`src/rtl/sram_ctrl_pkg.sv`:
```
package sram_ctrl_pkg;

  typedef enum logic [2:0] {
    ST_IDLE     = 3'd0,
    ST_RD       = 3'd1,
    ST_WR_TURN  = 3'd2,
    ST_WR_PULSE = 3'd3,
    ST_WR_HOLD  = 3'd4
  } ctrl_state_e;

  // Round a time in ns up to whole clocks, never below one clock.
  function automatic int unsigned ns_to_clk(int unsigned t_ns, int unsigned per_ns);
    int unsigned c;
    c = (t_ns + per_ns - 1) / per_ns;
    return (c == 0) ? 1 : c;
  endfunction

  function automatic int unsigned max2(int unsigned a, int unsigned b);
    return (a > b) ? a : b;
  endfunction

endpackage

```
`src/rtl/sram_phase_cnt.sv`:
```
module sram_phase_cnt #(
  parameter int CW = 4
) (
  input  logic          clk,
  input  logic          rst_n,
  input  logic          restart,
  output logic [CW-1:0] count
);

  logic [CW-1:0] count_nx;

  always_comb begin
    if (restart) count_nx = '0;
    else         count_nx = count + 1'b1;
  end

  always_ff @(posedge clk or negedge rst_n) begin
    if (!rst_n) count <= '0;
    else        count <= count_nx;
  end

endmodule

```
`src/rtl/sram_rd_capture.sv`:
```
module sram_rd_capture #(
  parameter int DW = 8
) (
  input  logic          clk,
  input  logic          rst_n,
  input  logic          cap_en,
  input  logic [DW-1:0] dq_in,
  output logic          rd_valid,
  output logic [DW-1:0] rd_data
);

  always_ff @(posedge clk or negedge rst_n) begin
    if (!rst_n) begin
      rd_valid <= 1'b0;
      rd_data  <= '0;
    end else begin
      rd_valid <= cap_en;
      if (cap_en) rd_data <= dq_in;
    end
  end

  // the return strobe never lasts two clocks
  p_rdv_single_r9: assert property (@(posedge clk) disable iff (!rst_n)
    rd_valid |=> !rd_valid);

endmodule

```
`src/rtl/sram_strobe_fsm.sv`:
```
module sram_strobe_fsm
  import sram_ctrl_pkg::*;
#(
  parameter int AW             = 15,
  parameter int DW             = 8,
  parameter int CW             = 4,
  parameter int RD_CLKS        = 3,
  parameter int TURN_CLKS      = 2,
  parameter int PULSE_CLKS     = 2,
  parameter int CE_LINGER_CLKS = 0
) (
  input  logic          clk,
  input  logic          rst_n,
  input  logic          req_valid,
  input  logic          req_write,
  input  logic [AW-1:0] req_addr,
  input  logic [DW-1:0] req_wdata,
  output logic          req_ready,
  input  logic [CW-1:0] phase_cnt,
  output logic          phase_restart,
  output logic          cap_en,
  output logic          ce_n,
  output logic          oe_n,
  output logic          we_n,
  output logic          dq_oe,
  output logic [AW-1:0] addr_q,
  output logic [DW-1:0] wdata_q
);

  localparam int LGW = (CE_LINGER_CLKS > 0) ? $clog2(CE_LINGER_CLKS + 1) : 1;
  localparam logic [LGW-1:0] LG_LOAD = LGW'(CE_LINGER_CLKS);

  ctrl_state_e   state_q, state_nx;
  logic [CW-1:0] phase_len;
  logic          phase_last;
  logic          accept;
  logic [LGW-1:0] lg_q, lg_nx;
  logic          ce_n_nx, oe_n_nx, we_n_nx, dq_oe_nx;

  assign req_ready = (state_q == ST_IDLE);
  assign accept    = req_ready && req_valid;

  always_comb begin
    case (state_q)
      ST_RD:       phase_len = CW'(RD_CLKS);
      ST_WR_TURN:  phase_len = CW'(TURN_CLKS);
      ST_WR_PULSE: phase_len = CW'(PULSE_CLKS);
      default:     phase_len = CW'(1);
    endcase
  end

  assign phase_last = (phase_cnt == phase_len - CW'(1));

  always_comb begin
    state_nx = state_q;
    case (state_q)
      ST_IDLE:     if (req_valid) state_nx = req_write ? ST_WR_TURN : ST_RD;
      ST_RD:       if (phase_last) state_nx = ST_IDLE;
      ST_WR_TURN:  if (phase_last) state_nx = ST_WR_PULSE;
      ST_WR_PULSE: if (phase_last) state_nx = ST_WR_HOLD;
      ST_WR_HOLD:  state_nx = ST_IDLE;
      default:     state_nx = ST_IDLE;
    endcase
  end

  assign phase_restart = (state_nx != state_q) || (state_q == ST_IDLE);
  assign cap_en        = (state_q == ST_RD) && phase_last;

  always_comb begin
    lg_nx = lg_q;
    if (state_q != ST_IDLE && state_nx == ST_IDLE) lg_nx = LG_LOAD;
    else if (state_nx != ST_IDLE)                  lg_nx = '0;
    else if (lg_q != '0)                           lg_nx = lg_q - 1'b1;
  end

  always_comb begin
    ce_n_nx  = (state_nx == ST_IDLE) && (lg_nx == '0);
    oe_n_nx  = (state_nx != ST_RD);
    we_n_nx  = (state_nx != ST_WR_PULSE);
    dq_oe_nx = (state_nx == ST_WR_PULSE);
  end

  always_ff @(posedge clk or negedge rst_n) begin
    if (!rst_n) begin
      state_q <= ST_IDLE;
      lg_q    <= '0;
      ce_n    <= 1'b1;
      oe_n    <= 1'b1;
      we_n    <= 1'b1;
      dq_oe   <= 1'b0;
    end else begin
      state_q <= state_nx;
      lg_q    <= lg_nx;
      ce_n    <= ce_n_nx;
      oe_n    <= oe_n_nx;
      we_n    <= we_n_nx;
      dq_oe   <= dq_oe_nx;
    end
  end

  always_ff @(posedge clk or negedge rst_n) begin
    if (!rst_n) begin
      addr_q  <= '0;
      wdata_q <= '0;
    end else begin
      if (accept)              addr_q  <= req_addr;
      if (accept && req_write) wdata_q <= req_wdata;
    end
  end

  // Run-length counters used only by the checks below.
  logic [CW-1:0] we_run, oe_run;
  always_ff @(posedge clk or negedge rst_n) begin
    if (!rst_n) begin
      we_run <= '0;
      oe_run <= '0;
    end else begin
      we_run <= we_n ? '0 : we_run + 1'b1;
      oe_run <= oe_n ? '0 : oe_run + 1'b1;
    end
  end

  p_oe_len_r2: assert property (@(posedge clk) disable iff (!rst_n)
    $rose(oe_n) |-> (oe_run == CW'(RD_CLKS)));

  p_we_len_r3: assert property (@(posedge clk) disable iff (!rst_n)
    $rose(we_n) |-> (we_run == CW'(PULSE_CLKS)));

  p_strobe_sel_r2: assert property (@(posedge clk) disable iff (!rst_n)
    (!oe_n || !we_n) |-> !ce_n);

  p_we_oe_excl_r4: assert property (@(posedge clk) disable iff (!rst_n)
    !we_n |-> oe_n);

  p_drv_in_we_r4: assert property (@(posedge clk) disable iff (!rst_n)
    dq_oe |-> !we_n);

  p_no_contend_r5: assert property (@(posedge clk) disable iff (!rst_n)
    dq_oe |-> (oe_n || ce_n));

  p_hold_stable_r6: assert property (@(posedge clk) disable iff (!rst_n)
    (!req_ready && $past(!req_ready)) |-> ($stable(addr_q) && $stable(wdata_q)));

  p_busy_sel_r7: assert property (@(posedge clk) disable iff (!rst_n)
    !req_ready |-> !ce_n);

endmodule

```
`src/rtl/sram_strobe_ctrl.sv`:
```
module sram_strobe_ctrl
  import sram_ctrl_pkg::*;
#(
  parameter int AW             = 15,
  parameter int DW             = 8,
  parameter int CLK_PERIOD_NS  = 5,
  parameter int T_RC_NS        = 15,
  parameter int T_AA_NS        = 15,
  parameter int T_DOE_NS       = 7,
  parameter int T_WC_NS        = 15,
  parameter int T_PWE_NS       = 9,
  parameter int T_SD_NS        = 9,
  parameter int T_AW_NS        = 10,
  parameter int T_HZOE_NS      = 7,
  parameter int CE_LINGER_CLKS = 0
) (
  input  logic          clk,
  input  logic          rst_n,
  input  logic          req_valid,
  output logic          req_ready,
  input  logic          req_write,
  input  logic [AW-1:0] req_addr,
  input  logic [DW-1:0] req_wdata,
  output logic          rd_valid,
  output logic [DW-1:0] rd_data,
  output logic          sram_ce_n,
  output logic          sram_oe_n,
  output logic          sram_we_n,
  output logic [AW-1:0] sram_addr,
  output logic [DW-1:0] sram_dq_o,
  output logic          sram_dq_oe,
  input  logic [DW-1:0] sram_dq_i
);

  localparam int unsigned P       = CLK_PERIOD_NS;
  localparam int RD_CLKS   = max2(max2(ns_to_clk(T_AA_NS, P), ns_to_clk(T_DOE_NS, P)),
                                  ns_to_clk(T_RC_NS, P));
  localparam int TURN_CLKS = ns_to_clk(T_HZOE_NS, P);
  localparam int WC_CLKS   = ns_to_clk(T_WC_NS, P);
  localparam int WC_REST   = (WC_CLKS > TURN_CLKS + 1) ? WC_CLKS - TURN_CLKS - 1 : 1;
  localparam int PULSE_CLKS = max2(max2(ns_to_clk(T_PWE_NS, P), ns_to_clk(T_SD_NS, P)),
                                   max2(ns_to_clk(T_AW_NS, P), WC_REST));
  localparam int MAX_PHASE = max2(max2(RD_CLKS, TURN_CLKS), PULSE_CLKS);
  localparam int CW        = $clog2(MAX_PHASE + 1) + 1;

  logic [CW-1:0] phase_cnt;
  logic          phase_restart;
  logic          cap_en;

  sram_phase_cnt #(.CW(CW)) u_cnt (
    .clk     (clk),
    .rst_n   (rst_n),
    .restart (phase_restart),
    .count   (phase_cnt)
  );

  sram_strobe_fsm #(
    .AW             (AW),
    .DW             (DW),
    .CW             (CW),
    .RD_CLKS        (RD_CLKS),
    .TURN_CLKS      (TURN_CLKS),
    .PULSE_CLKS     (PULSE_CLKS),
    .CE_LINGER_CLKS (CE_LINGER_CLKS)
  ) u_fsm (
    .clk           (clk),
    .rst_n         (rst_n),
    .req_valid     (req_valid),
    .req_write     (req_write),
    .req_addr      (req_addr),
    .req_wdata     (req_wdata),
    .req_ready     (req_ready),
    .phase_cnt     (phase_cnt),
    .phase_restart (phase_restart),
    .cap_en        (cap_en),
    .ce_n          (sram_ce_n),
    .oe_n          (sram_oe_n),
    .we_n          (sram_we_n),
    .dq_oe         (sram_dq_oe),
    .addr_q        (sram_addr),
    .wdata_q       (sram_dq_o)
  );

  sram_rd_capture #(.DW(DW)) u_cap (
    .clk      (clk),
    .rst_n    (rst_n),
    .cap_en   (cap_en),
    .dq_in    (sram_dq_i),
    .rd_valid (rd_valid),
    .rd_data  (rd_data)
  );

endmodule

```
`config.mk`:
```
export PLATFORM = sky130hd
export DESIGN_NAME = sram_strobe_ctrl
export DESIGN_NICKNAME = d
export VERILOG_FILES = /design/src/rtl/sram_ctrl_pkg.sv /design/src/rtl/sram_phase_cnt.sv /design/src/rtl/sram_rd_capture.sv /design/src/rtl/sram_strobe_fsm.sv /design/src/rtl/sram_strobe_ctrl.sv
export SDC_FILE = /design/constraint.sdc
export NUM_CORES = 1
export LEC_CHECK = 0
export BUFFER_PORTS_ARGS = -buffer_cell sky130_fd_sc_hd__buf_2
export CORE_MARGIN = 5
export CORE_UTILIZATION = 51
export CTS_CLUSTER_SIZE = 10
export DETAILED_ROUTE_END_ITERATION = 10
export MAX_ROUTING_LAYER = met4
export PLACE_DENSITY = 0.89
export SLEW_MARGIN = 20
export SYNTH_ARGS = -nofsm -noshare
export SYNTH_HDL_FRONTEND = slang
export SYNTH_HIERARCHICAL = 1
export SYNTH_SLANG_ARGS = --single-unit
```
`constraint.sdc`:
```
create_clock -name clk -period 2.5 [get_ports clk]
set_input_delay 0.5 -clock clk [delete_from_list [all_inputs] [get_ports clk]]
set_output_delay 0.5 -clock clk [all_outputs]
set_load 0.03 [all_outputs]
```
# Yosys cells after proc, flatten, opt, wreduce, memory -nomap -nowiden
# Cells that the tools add are included.
# Widths: inputs -> output; s select.
# word_totals
reg_bits	43
in_bits	35
wordCells	45
output_inout_bits	37
# classes
reduce_logical	11
n_eq_ne	8
bitwise_logic	1
mux	11
n_addsub	3
# ops
op	n
$mux 3	5
$pmux 3 s4	1
$eq 3x2->1 const B	3
$logic_not 3->1	2
$reduce_bool 3->1	2
$logic_and 1x1->1	5
$pmux 2 s2	1
$add 3x1->3 const B	1
$eq 3x1->1 const B	1
$eq 3x3->1	1
$mux 1	3
$ne 3x1->1 const B	1
$ne 3x2->1 const B	1
$ne 3x3->1	1
$sub 2x1->3 const B	1
$mux 2	1
$reduce_or 2->1	1
$logic_or 1x1->1	1
$not 1->1	1
$sub 1x1->1 const B	1

# Logic depth before layout (Yosys ltp)
# Gate-level depths: netlist of run 1.
# depth
ltp_word	12
mapped_depth	6

# Modules after synthesis
# Netlist of run 1, hierarchy kept.
# modules_own_cells
module	cells_each	area_each_um2	n_inst
sram_strobe_fsm	90	1350.0	1
sram_rd_capture	18	356.6	1
sram_phase_cnt	8	110.1	1

# Least setup slack after synthesis of run 1
# Ideal clock, no wire load.
# synth_path
path_kind	reg2reg
startpoint	register u_fsm.state_q[2]
endpoint	register u_fsm.addr_q[10]
path_slack_ns	0.751
setup_time_ns	0.125
arrival_time_ns	1.624
n_path_buf	3
stages_incl_launch_ff	7
required_ns	2.375
cell_sequence	dfrtp_1 -> buf_6 -> nor3_4 -> and2_4 -> buf_12 -> buf_6 -> mux2_2
# synth_via
elab_chain_cells	2
# synth_rtl
element	line_no	rtl
start, declared	sram_strobe_fsm.sv:33	ctrl_state_e state_q, state_nx;
start signal, assigned	sram_strobe_fsm.sv:92	state_q <= state_nx;
$logic_not 3->1	sram_strobe_fsm.sv:40	assign req_ready = (state_q == ST_IDLE);
net req_ready	sram_strobe_ctrl.sv:20	output logic req_ready,
$logic_and 1x1->1	sram_strobe_fsm.sv:41	assign accept = req_ready && req_valid;
end signal, assigned	sram_strobe_fsm.sv:106	if (accept) addr_q <= req_addr;
end, declared	sram_strobe_fsm.sv:26	output logic [AW-1:0] addr_q,
# The timed path passes the listed nets, and every way through them passes these cells.
# A chain may end at the register's enable or synchronous reset.

# Worst setup path after layout of run 1
# layout_path
startpoint	register u_fsm.state_q[1]
endpoint	output req_ready
# layout_via
elab_chain_cells	1
# layout_rtl
element	line_no
$logic_not 3->1	sram_strobe_fsm.sv:40
end, declared	sram_strobe_ctrl.sv:20
# Every way passes these cells.

==> flow_metrics.env, run 1 <==
export IMPL_cts_buffers=5
export IMPL_wl_per_cell_um=14.17
export IMPL_clk_pin_slew_worst_paths_ps=110
export IMPL_setup_viol=0
export IMPL_synth_area_leaders="dfrtp_1 54%, mux2_4 13%, mux2_2 11%"
export IMPL_ir_worst_vdd_mv=0.6932
export IMPL_die_w_um=69.69
export IMPL_crit_fanout=11
export IMPL_rsz0062_at_grt="false"
export IMPL_clkPwrFrac=0.092
export IMPL_postSynthCellCount=116
export IMPL_synth_edf_count=0
export IMPL_layout_area_seq_um2=1055
export IMPL_grt_start_max_net_pins=43
export IMPL_seq_area_frac_synth=0.5806
export IMPL_grt_use_met1=0.1874
export IMPL_io_pins=72
export IMPL_rows=21
export IMPL_relSlewSlack=0.4178
export IMPL_cts_resized_gates=0
export IMPL_switching_power_w=0.001381
export IMPL_postCtsSetupRepairBufs=0
export IMPL_crit_path_start_kind="register"
export IMPL_overflow=0
export IMPL_ys_ff_latch=42
export IMPL_dp_slack_ps=872.4
export IMPL_p_comb_frac=0.527
export IMPL_grt_pass1_wl_um=5685
export IMPL_drtIter0Drc=57
export IMPL_post_route_period_util=0.7354
export IMPL_ant_nets=0
export IMPL_drc=0
export IMPL_vias=1153
export IMPL_cts_root_buf="clkbuf_4"
export IMPL_ctsLongestPathBuffers=2
export IMPL_ys_flop_type="dfrtp_1"
export IMPL_critical_path_required_ps=2000
export IMPL_arrival_ps=1340
export IMPL_antenna_found_initial=0
export IMPL_synth_top_area_frac=0.5372
export IMPL_syn_nets=152
export IMPL_wl_um=3329
export IMPL_grt_util_met3=0.05797
export IMPL_initial_utilization=0.5360
export IMPL_dieHeight_um=69.69
export IMPL_track_usage=0.1499
export IMPL_grt_pass1_vias=1166
export IMPL_dpl_hpwl_um=2523
export IMPL_synthesis_area_um2=1817
export IMPL_gp_congestion=0.8410
export IMPL_fin_skew_ps=6.597
export IMPL_final_nets=225
export IMPL_area_growth_syn_to_layout_pct=21.90
export IMPL_top_usage_layer="met2"
export IMPL_core_um2=3390
export IMPL_tns_ps=0
export IMPL_stdcell_count=235
export IMPL_synth_area_leader_cell="dfrtp_1"
export IMPL_drv_slew=0
export IMPL_avgViaCountPerCell=4.906
export IMPL_hold_violations=0
export IMPL_hold_path_class="input port to async pin"
export IMPL_synth_area_per_cell_um2=15.66
export IMPL_drive_gt1_frac=0.6455
export IMPL_max_freq_mhz=543.9
export IMPL_power_per_cell_area_nw_per_um2=1432
export IMPL_fillers=250
export IMPL_drtPass1Iterations=4
export IMPL_antennaDiodeCount=0
export IMPL_min_period_ps=1839
export IMPL_p_leak_nw=1.122
export IMPL_tightest_slew_ps=873.3
export IMPL_crit_type="register to output port"
export IMPL_dieArea_um2=4856
export IMPL_internal_power_w=0.001790
export IMPL_maxCapViolations=0
export IMPL_ys_types=31
export IMPL_grtUsageMet2=0.2235
export IMPL_yosysWarnings=6
export IMPL_multi_input_area_um2=680.7
export IMPL_portBuffers=71
export IMPL_place_inst=228
export IMPL_cts_hold_buf=0
export IMPL_async_flop_share=1.000
export IMPL_cts_num_sinks=42
export IMPL_htree_num_levels=2
export IMPL_seqPwrFrac=0.381
export IMPL_sw_frac_of_total=0.4354
export IMPL_fin_ws_ps=661.4
export IMPL_outcome="complete, no violations"
export IMPL_endpoint_kind="output port"
export IMPL_cts_tree="yes"
export IMPL_clock_latency_ps=330
-- per-stage QoR --
stage	util	power, W	area [um2]	hold slack, ps
2_1_floorplan	-	0.002534	1817	204.4
3_3_place_gp	0.6394	0.002872	2167	485.4
3_5_place_dp	0.6394	0.002910	2167	488.1
4_1_cts	0.6534	0.003209	2215	295.1
5_1_grt	0.6534	0.003374	2215	355.7
6_report	0.6534	0.003171	2215	273.4
-- cells in the mapped netlist, types with 2 or more instances --
cell      n
nor2_1    6
inv_1     3
buf_6     5
dfstp_2   3
mux2_2   17
mux2_4   16
nand2_1   3
dfrtp_1  39
nor4_1    2
-- path summary, 6_finish.rpt --
path,slack [ps],startpoint,end,cells past startpoint
worst max-delay path,660,u_fsm/state_q[1],req_ready,2
worst min-delay path,270,rst_n,u_fsm/wdata_q[3],1
worst max register to register,850,u_fsm/state_q[1],u_fsm/wdata_q[5],4
worst min register to register,510,u_fsm/addr_q[1],u_fsm/addr_q[1],1
max in group asynchronous,1680,rst_n,u_cnt/count[0],1
min in group clk,390,req_wdata[2],u_fsm/wdata_q[2],2
-- layout by cell type (no fill, tap or decap), drive strengths merged, types with 2 or more instances in the layout --
cell | netlist | routed
nand2 | 4 | 4
clkinv | 0 | 2
nor4 | 3 | 3
inv | 3 | 3
nor2 | 6 | 6
dfstp | 3 | 3
nor3 | 2 | 2
mux2 | 33 | 33
clkbuf | 0 | 5
buf | 6 | 72
dfrtp | 39 | 39
-- state kept, by name (all words and copies together), names as in the netlist --
register        cells
u_fsm/addr_q       15
u_cap/rd_data       8
u_fsm/wdata_q       8
u_cnt/count         3
u_fsm/state_q       3
u_cap/rd_valid      1
u_fsm/ce_n          1
u_fsm/dq_oe         1
u_fsm/oe_n          1
u_fsm/we_n          1
-- worst max-delay path: stages, from the launching register on --
cell     delay, ps
dfrtp_1        550
nor3_4         230
buf_2          230
-- layout make-up --
type,count,area share
clock buffer,5,0.01695
timing repair buffer,72,0.1638
multi-input combinational,65,0.3073
inverter,3,0.005085
sequential,42,0.4763
tap,46,0.02599
clock inverter,2,0.004520
-- layer usage --
layer  vias to the layer above  share of wire
li1                        553              -
met1                       542           0.44
met2                        54           0.46
met3                         4          0.097
met4                         0         0.0060
met5                         -              0
-- kinds of logic after synthesis --
family / after synthesis / synth area share
compound gates: 9 / 0.04270
xor+xnor: 1 / 0.004822
fa+ha+maj: 1 / 0.006886
buf+inv: 9 / 0.04821
flops: 42 / 0.5806
mux: 34 / 0.2431
simple gates: 20 / 0.07369
-- power by group through the flow --
stage	Sequential, W	Combinational [W]	Clock (W)
6_report	0.00121	0.00167	0.000291
5_1_grt	0.00126	0.00178	0.000329
4_1_cts	0.00121	0.00169	0.000304
3_5_place_dp	0.00122	0.00169	0
3_3_place_gp	0.00121	0.00167	0
2_1_floorplan	0.00173	0.000808	0
Power figures use the tool's default switching activity.
==> inputs of run 2 (changes only) <==
--- a/config.mk
+++ b/config.mk
@@ -5,13 +5,14 @@
 export SDC_FILE = /design/constraint.sdc
 export NUM_CORES = 1
 export LEC_CHECK = 0
+export ABC_AREA = 1
 export BUFFER_PORTS_ARGS = -buffer_cell sky130_fd_sc_hd__buf_2
 export CORE_MARGIN = 5
-export CORE_UTILIZATION = 51
+export CORE_UTILIZATION = 47
 export CTS_CLUSTER_SIZE = 10
 export DETAILED_ROUTE_END_ITERATION = 10
 export MAX_ROUTING_LAYER = met4
-export PLACE_DENSITY = 0.89
+export PLACE_DENSITY = 0.84
 export SLEW_MARGIN = 20
 export SYNTH_ARGS = -nofsm -noshare
 export SYNTH_HDL_FRONTEND = slang
==> constraint.sdc (replaced) <==
create_clock -name clk -period 1.7 [get_ports clk]
set_input_delay 0.34 -clock clk [delete_from_list [all_inputs] [get_ports clk]]
set_output_delay 0.34 -clock clk [all_outputs]
set_load 0.03 [all_outputs]
==> run 2 against run 1 <==
Power grew 53%. Cell count grew 37%. Sequential power grew 42%. Global-route usage grew 0.40 points. Clock-buffer cell count grew 2. Critical path depth grew 2. Via count grew 24%. Clock power grew 110%. Wire length grew 6.5%. Combinational power grew 51%. Synthesized cell count grew 69%. Core utilization shrank 3.0 points. Critical path type unchanged.
==> flow_metrics.env, run 2 <==
export IMPL_outcome="complete, no violations"
export IMPL_cts_tree="yes"
export IMPL_seqPwrFrac=0.353
export IMPL_multi_input_area_um2=595.6
export IMPL_htree_num_levels=2
export IMPL_synth_edf_count=0
export IMPL_die_w_um=71.16
export IMPL_switching_power_w=0.002331
export IMPL_core_um2=3633
export IMPL_final_common_cell="nand2_1"
export IMPL_max_freq_mhz=615.9
export IMPL_drive_gt1_frac=0.3810
export IMPL_min_period_ps=1624
export IMPL_avgViaCountPerCell=4.467
export IMPL_ys_top_cells_by_count="95 x nand2_1, 39 x dfrtp_1, 13 x nand3_1"
export IMPL_synth_area_leader_cell="dfrtp_1"
export IMPL_drc=0
export IMPL_crit_family="flip-flops"
export IMPL_ys_types=19
export IMPL_overflow=0
export IMPL_grt_pass1_wl_um=6072
export IMPL_sw_frac_of_total=0.4793
export IMPL_wl_per_cell_um=11.04
export IMPL_dpl_cell_area_um2=2168
export IMPL_power_total_w=0.004863
export IMPL_post_route_period_util=0.9551
export IMPL_hold_path_class="input port to async pin"
export IMPL_cts_hold_buf=0
export IMPL_rows=22
export IMPL_largest_register_ffs=15
export IMPL_ys_flop_type="dfrtp_1"
export IMPL_tightest_slew_ps=488.9
export IMPL_crit_fanout=4
export IMPL_p_comb_frac=0.519
export IMPL_arrival_ps=1280
export IMPL_synth_area_per_cell_um2=8.969
export IMPL_ys_ff_latch=42
export IMPL_internal_power_w=0.002532
export IMPL_critical_path_required_ps=1360
export IMPL_crit_path_start_kind="register"
export IMPL_layout_area_seq_um2=1057
export IMPL_synthesis_area_um2=1758
export IMPL_async_flop_share=1.000
export IMPL_portBuffers=71
export IMPL_vias=1434
export IMPL_fin_area_um2=2265
export IMPL_final_nets=308
export IMPL_synth_most_common_cell="nand2_1"
export IMPL_dieHeight_um=71.16
export IMPL_rsz0062_at_grt="false"
export IMPL_p_leak_nw=1.319
export IMPL_clk_pin_slew_worst_paths_ps=70
export IMPL_cts_root_buf="clkbuf_8"
export IMPL_grt_start_max_net_pins=23
export IMPL_drtPass1Iterations=4
export IMPL_dp_slack_ps=199.8
export IMPL_fin_skew_ps=4.572
export IMPL_synth_area_leaders="dfrtp_1 56%, nand2_1 20%, dfstp_2 4.5%"
export IMPL_dieArea_um2=5063
export IMPL_fillers=314
export IMPL_crit_type="register to output port"
export IMPL_fin_ws_ps=76.37
export IMPL_tns_ps=0
export IMPL_final_cell_mix="95 x nand2_1, 70 x buf_2, 37 x dfrtp_1"
export IMPL_io_pins=72
export IMPL_grt_pass1_vias=1384
export IMPL_antennaDiodeCount=0
export IMPL_syn_nets=232
export IMPL_drv_slew=0
export IMPL_track_usage=0.1539
export IMPL_ant_nets=0
export IMPL_dpl_hpwl_um=2783
export IMPL_postSynthCellCount=196
export IMPL_area_growth_syn_to_layout_pct=28.83
export IMPL_endpoint_kind="output port"
export IMPL_initial_utilization=0.4838
export IMPL_cts_num_sinks=42
export IMPL_reg_top3="u_fsm/addr_q (15), u_cap/rd_data (8), u_fsm/wdata_q (8)"
export IMPL_wl_um=3544
export IMPL_yosysWarnings=6
export IMPL_drtIter0Drc=99
export IMPL_worst_path_max_delay_cell="dfrtp_2"
export IMPL_ctsLongestPathBuffers=2
export IMPL_power_per_cell_area_nw_per_um2=2147
export IMPL_gp_congestion=0.9227
export IMPL_cp_buffers_inverters=2
export IMPL_regMostFlops="u_fsm/addr_q"
export IMPL_cts_buffers=5
export IMPL_seq_area_frac_synth=0.6000
export IMPL_synth_top_area_frac=0.5552
export IMPL_clkPwrFrac=0.128
export IMPL_hold_violations=0
export IMPL_slowest_delay_ps=440
export IMPL_clock_latency_ps=280
export IMPL_relSlewSlack=0.6740
export IMPL_postCtsSetupRepairBufs=0
export IMPL_cp_cell_sequence="nor2_4 > nand2_2 > inv_1 > clkbuf_4"
export IMPL_setup_viol=0
export IMPL_maxCapViolations=0
export IMPL_antenna_found_initial=0
export IMPL_ir_worst_vdd_mv=0.7828
## run 2: power by group through the flow
| stage | logic, W | clock network (W) | registers [W] |
|---|---|---|---|
| global placement | 0.00248 | 0 | 0.00173 |
| CTS | 0.00254 | 0.000651 | 0.00172 |
| global route | 0.00277 | 0.000687 | 0.00179 |
| finish | 0.00252 | 0.000622 | 0.00172 |
| floorplan | 0.00107 | 0 | 0.00251 |
| detailed placement | 0.00254 | 0 | 0.00173 |
## run 2: stage by stage
| stage | utilization | instances | hold WS (ps) |
|---|---|---|---|
| after CTS | 0.6219 | 321 | 9.476 |
| after floorplan | - | 196 | 44.41 |
| after global placement | 0.5968 | 313 | 323.9 |
| after global routing | 0.6233 | 321 | 47.42 |
| after detailed placement | 0.5968 | 313 | 326.6 |
| final | 0.6233 | 321 | 12.36 |
## run 2: layout make-up
class	instances	area share
timing repair buffer	75	0.1768
clock inverter	1	0.002210
multi-input combinational	132	0.2630
inverter	16	0.02652
tap	48	0.02652
clock buffer	7	0.03812
sequential	42	0.4668
## run 2: kinds of logic (layout without fill, tap and decap cells)
kind of cell | count (synthesis) | in the layout | synth area share
AOI/OAI and AO/OA | 3 | 3 | 0.01210
DFF | 42 | 42 | 0.6000
buffers and inverters | 22 | 99 | 0.06120
adders and majority gates | 1 | 1 | 0.007116
and+or+nand+nor | 128 | 128 | 0.3196
## run 2: worst paths after layout
check,cells past startpoint,from,to,slack [ps]
setup / recovery,4,u_fsm/state_q[1],req_ready,80
hold / removal,1,rst_n,u_fsm/addr_q[7],10
setup reg to reg,8,u_fsm/state_q[1],u_cnt/count[2],210
hold reg to reg,2,u_fsm/addr_q[11],u_fsm/addr_q[11],470
max in group asynchronous,2,rst_n,u_fsm/we_n,1130
min in group clk,3,req_addr[0],u_fsm/addr_q[0],250
## run 2: metal layers
layer | up-vias | track usage | routed length (um)
met3 | 5 | 0.05114 | 353
met5 | - | - | 0
li1 | 746 | - | -
met4 | 0 | 0.04384 | 40
met2 | 58 | 0.2276 | 1513
met1 | 625 | 0.2022 | 1636
## run 2: repair_timing
item | in CTS | in global routing
endpoints found under the setup margin | 0 | 1
hold endpoints to repair | 0 | 0
resized for setup | 0 | 3
## run 2: worst register-to-register path: stages, from the launching register on
cell and delay (ps):
dfrtp_2 440, nor2_4 170, nand2_2 120, nor2_8 180
nand2_1 130, o2111ai_1 160, inv_1 70, nand2_1 80
nor2_2 30
==> inputs of run 3 (changes only) <==
--- a/config.mk
+++ b/config.mk
@@ -8,11 +8,13 @@
 export ABC_AREA = 1
 export BUFFER_PORTS_ARGS = -buffer_cell sky130_fd_sc_hd__buf_2
 export CORE_MARGIN = 5
-export CORE_UTILIZATION = 47
+export CORE_UTILIZATION = 25
 export CTS_CLUSTER_SIZE = 10
 export DETAILED_ROUTE_END_ITERATION = 10
+export HOLD_SLACK_MARGIN = 0.08
 export MAX_ROUTING_LAYER = met4
-export PLACE_DENSITY = 0.84
+export PLACE_DENSITY = 0.53
+export REMOVE_ABC_BUFFERS = 1
 export SLEW_MARGIN = 20
 export SYNTH_ARGS = -nofsm -noshare
 export SYNTH_HDL_FRONTEND = slang
==> run 3 against run 2 <==
Cell count increased by 16%. Worst setup slack got worse by 9.3 ps. Worst hold slack improved by 220 ps. Non-clock buffer count up 3. Flip-flop and latch count did not move. Highest routed layer unchanged.
==> flow_metrics.env, run 3 (same netlist as run 2, synthesis figures left out) <==
export IMPL_outcome="complete, no violations"
export IMPL_hold_path_class="input port to register"
export IMPL_tns_ps=0
export IMPL_maxCapViolations=0
export IMPL_fin_skew_ps=8.367
export IMPL_p_leak_nw=1.339
export IMPL_max_freq_mhz=612.4
export IMPL_place_inst=362
export IMPL_regMostFlops="u_fsm/addr_q"
export IMPL_dieArea_um2=8809
export IMPL_min_to="u_fsm/addr_q[2]"
export IMPL_final_cell_mix="95 x nand2_1, 70 x buf_2, 36 x dfrtp_1"
export IMPL_rows=30
export IMPL_cts_root_buf="clkbuf_8"
export IMPL_reg2reg_from="u_fsm/state_q[1]"
export IMPL_final_common_cell="nand2_1"
export IMPL_cts_buffers=5
export IMPL_ir_worst_vdd_mv=0.6658
export IMPL_ant_nets=0
export IMPL_wl_um=4176
export IMPL_cts_num_sinks=42
export IMPL_antennaDiodeCount=0
export IMPL_rr_worst_depth=10
export IMPL_crit_path_start_kind="register"
export IMPL_core_um2=6832
export IMPL_setup_viol=0
export IMPL_rr_endpoint="u_cap/rd_data[1]"
export IMPL_vias=1483
export IMPL_avgViaCountPerCell=3.987
export IMPL_multi_input_area_um2=595.6
export IMPL_drc=0
export IMPL_die_w_um=93.86
export IMPL_cts_tree="yes"
export IMPL_area_growth_syn_to_layout_pct=35.23
export IMPL_hp_start="req_addr[2]"
export IMPL_fillers=754
export IMPL_ctsLongestPathBuffers=2
export IMPL_drv_slew=0
export IMPL_crit_type="register to output port"
export IMPL_tightest_slew_ps=521.2
export IMPL_min_period_ps=1633
export IMPL_wl_per_cell_um=11.23
export IMPL_clk_pin_slew_worst_paths_ps=90
export IMPL_layout_area_seq_um2=1059
export IMPL_power_per_cell_area_nw_per_um2=2143
export IMPL_final_nets=311
export IMPL_endpoint_kind="output port"
export IMPL_arrival_ps=1290
export IMPL_io_pins=72
export IMPL_largest_register_ffs=15
export IMPL_critical_path_required_ps=1360
export IMPL_drtPass1Iterations=5
export IMPL_grt_pass1_vias=1504
export IMPL_hold_violations=0
export IMPL_antenna_found_initial=0
export IMPL_overflow=0
export IMPL_stdcell_count=372
export IMPL_initial_utilization=0.2573
export IMPL_post_route_period_util=0.9606
export IMPL_htree_num_levels=2
export IMPL_dieHeight_um=93.86
export IMPL_crit_fanout=4
export IMPL_grt_pass1_wl_um=7051
export IMPL_track_usage=0.1050
export IMPL_reg_top3="u_fsm/addr_q (15), u_cap/rd_data (8), u_fsm/wdata_q (8)"
export IMPL_portBuffers=71
export IMPL_grt_start_max_net_pins=22
export IMPL_relSlewSlack=0.6526
export IMPL_dpl_hpwl_um=3200
export IMPL_drtIter0Drc=69
export IMPL_reg2reg_slack_ps=190
export IMPL_min_path_cells=3
export IMPL_rsz0062_at_grt="false"
export IMPL_gp_congestion=0.7653
export IMPL_clock_latency_ps=300
export IMPL_drive_gt1_frac=0.3913
[run 3: changes by cell type in the layout (fill, tap and decap cells not counted), sizes merged]
| cell | before | now |
|---|---|---|
| inv | 16 | 17 |
| bufinv | 0 | 1 |
| buf | 74 | 76 |
| dlygate4sd3 | 0 | 1 |
| clkinvlp | 0 | 1 |
| clkbuf | 8 | 6 |
| clkinv | 1 | 0 |
[run 3: metrics by stage]
stage	hold WS, ps	instance area [um2]	setup WS, ps	utilization	total power (W)
6_report	231.0	2377	67.06	0.3480	0.005096
3_5_place_dp	367.6	2236	178.0	0.3273	0.004309
5_1_grt	214.8	2377	3.784	0.3480	0.005494
2_1_floorplan	44.41	1710	115.0	-	0.003504
4_1_cts	218.7	2365	13.11	0.3462	0.005161
3_3_place_gp	365.1	2236	216.6	0.3273	0.004283
[run 3: worst max path at each step]
stage                                start          endpoint
after floorplan           u_fsm/state_q[2]  u_cap/rd_data[0]
after global placement    u_fsm/state_q[2]  u_cap/rd_data[7]
after detailed placement  u_fsm/state_q[2]  u_cap/rd_data[1]
after CTS                 u_fsm/state_q[2]         req_ready
after global routing      u_fsm/state_q[1]         req_ready
final                     u_fsm/state_q[1]         req_ready
[run 3: critical path, cell delays in order, from the launching register on]
cell	delay, ps
dfrtp_2	440
nor2_4	170
nand2_2	130
inv_1	90
clkbuf_4	180
[run 3: power by group]
part           total (W)  internal, W  switching, W
clock network   0.000825     0.000447      0.000378
logic            0.00255     0.000746       0.00180
registers        0.00172      0.00148      0.000244
[run 3: cell type report]
cell class	instances	area share
Sequential cell	42	0.4453
Multi-Input combinational cell	132	0.2505
Timing Repair Buffer	78	0.1789
Tap cell	96	0.05053
Clock buffer	5	0.02895
Inverter	16	0.02526
Clock inverter	3	0.02053
[run 3: metal layers]
| metal | part of all wire | track usage |
|---|---|---|
| met1 | 0.43 | 0.1213 |
| met2 | 0.50 | 0.1762 |
| met3 | 0.057 | 0.03285 |
| met4 | 0.0091 | 0.02888 |
| met5 | 0 | - |
[run 3: repair_timing]
| item | CTS | global route |
|---|---|---|
| resized for setup | 1 | 3 |
| hold endpoints to repair | 16 | 0 |
| endpoints found under the setup margin | 1 | 1 |
| pin swaps | 0 | 1 |
| buffers inserted | 0 | 1 |
| hold buffers | 1 | 0 |
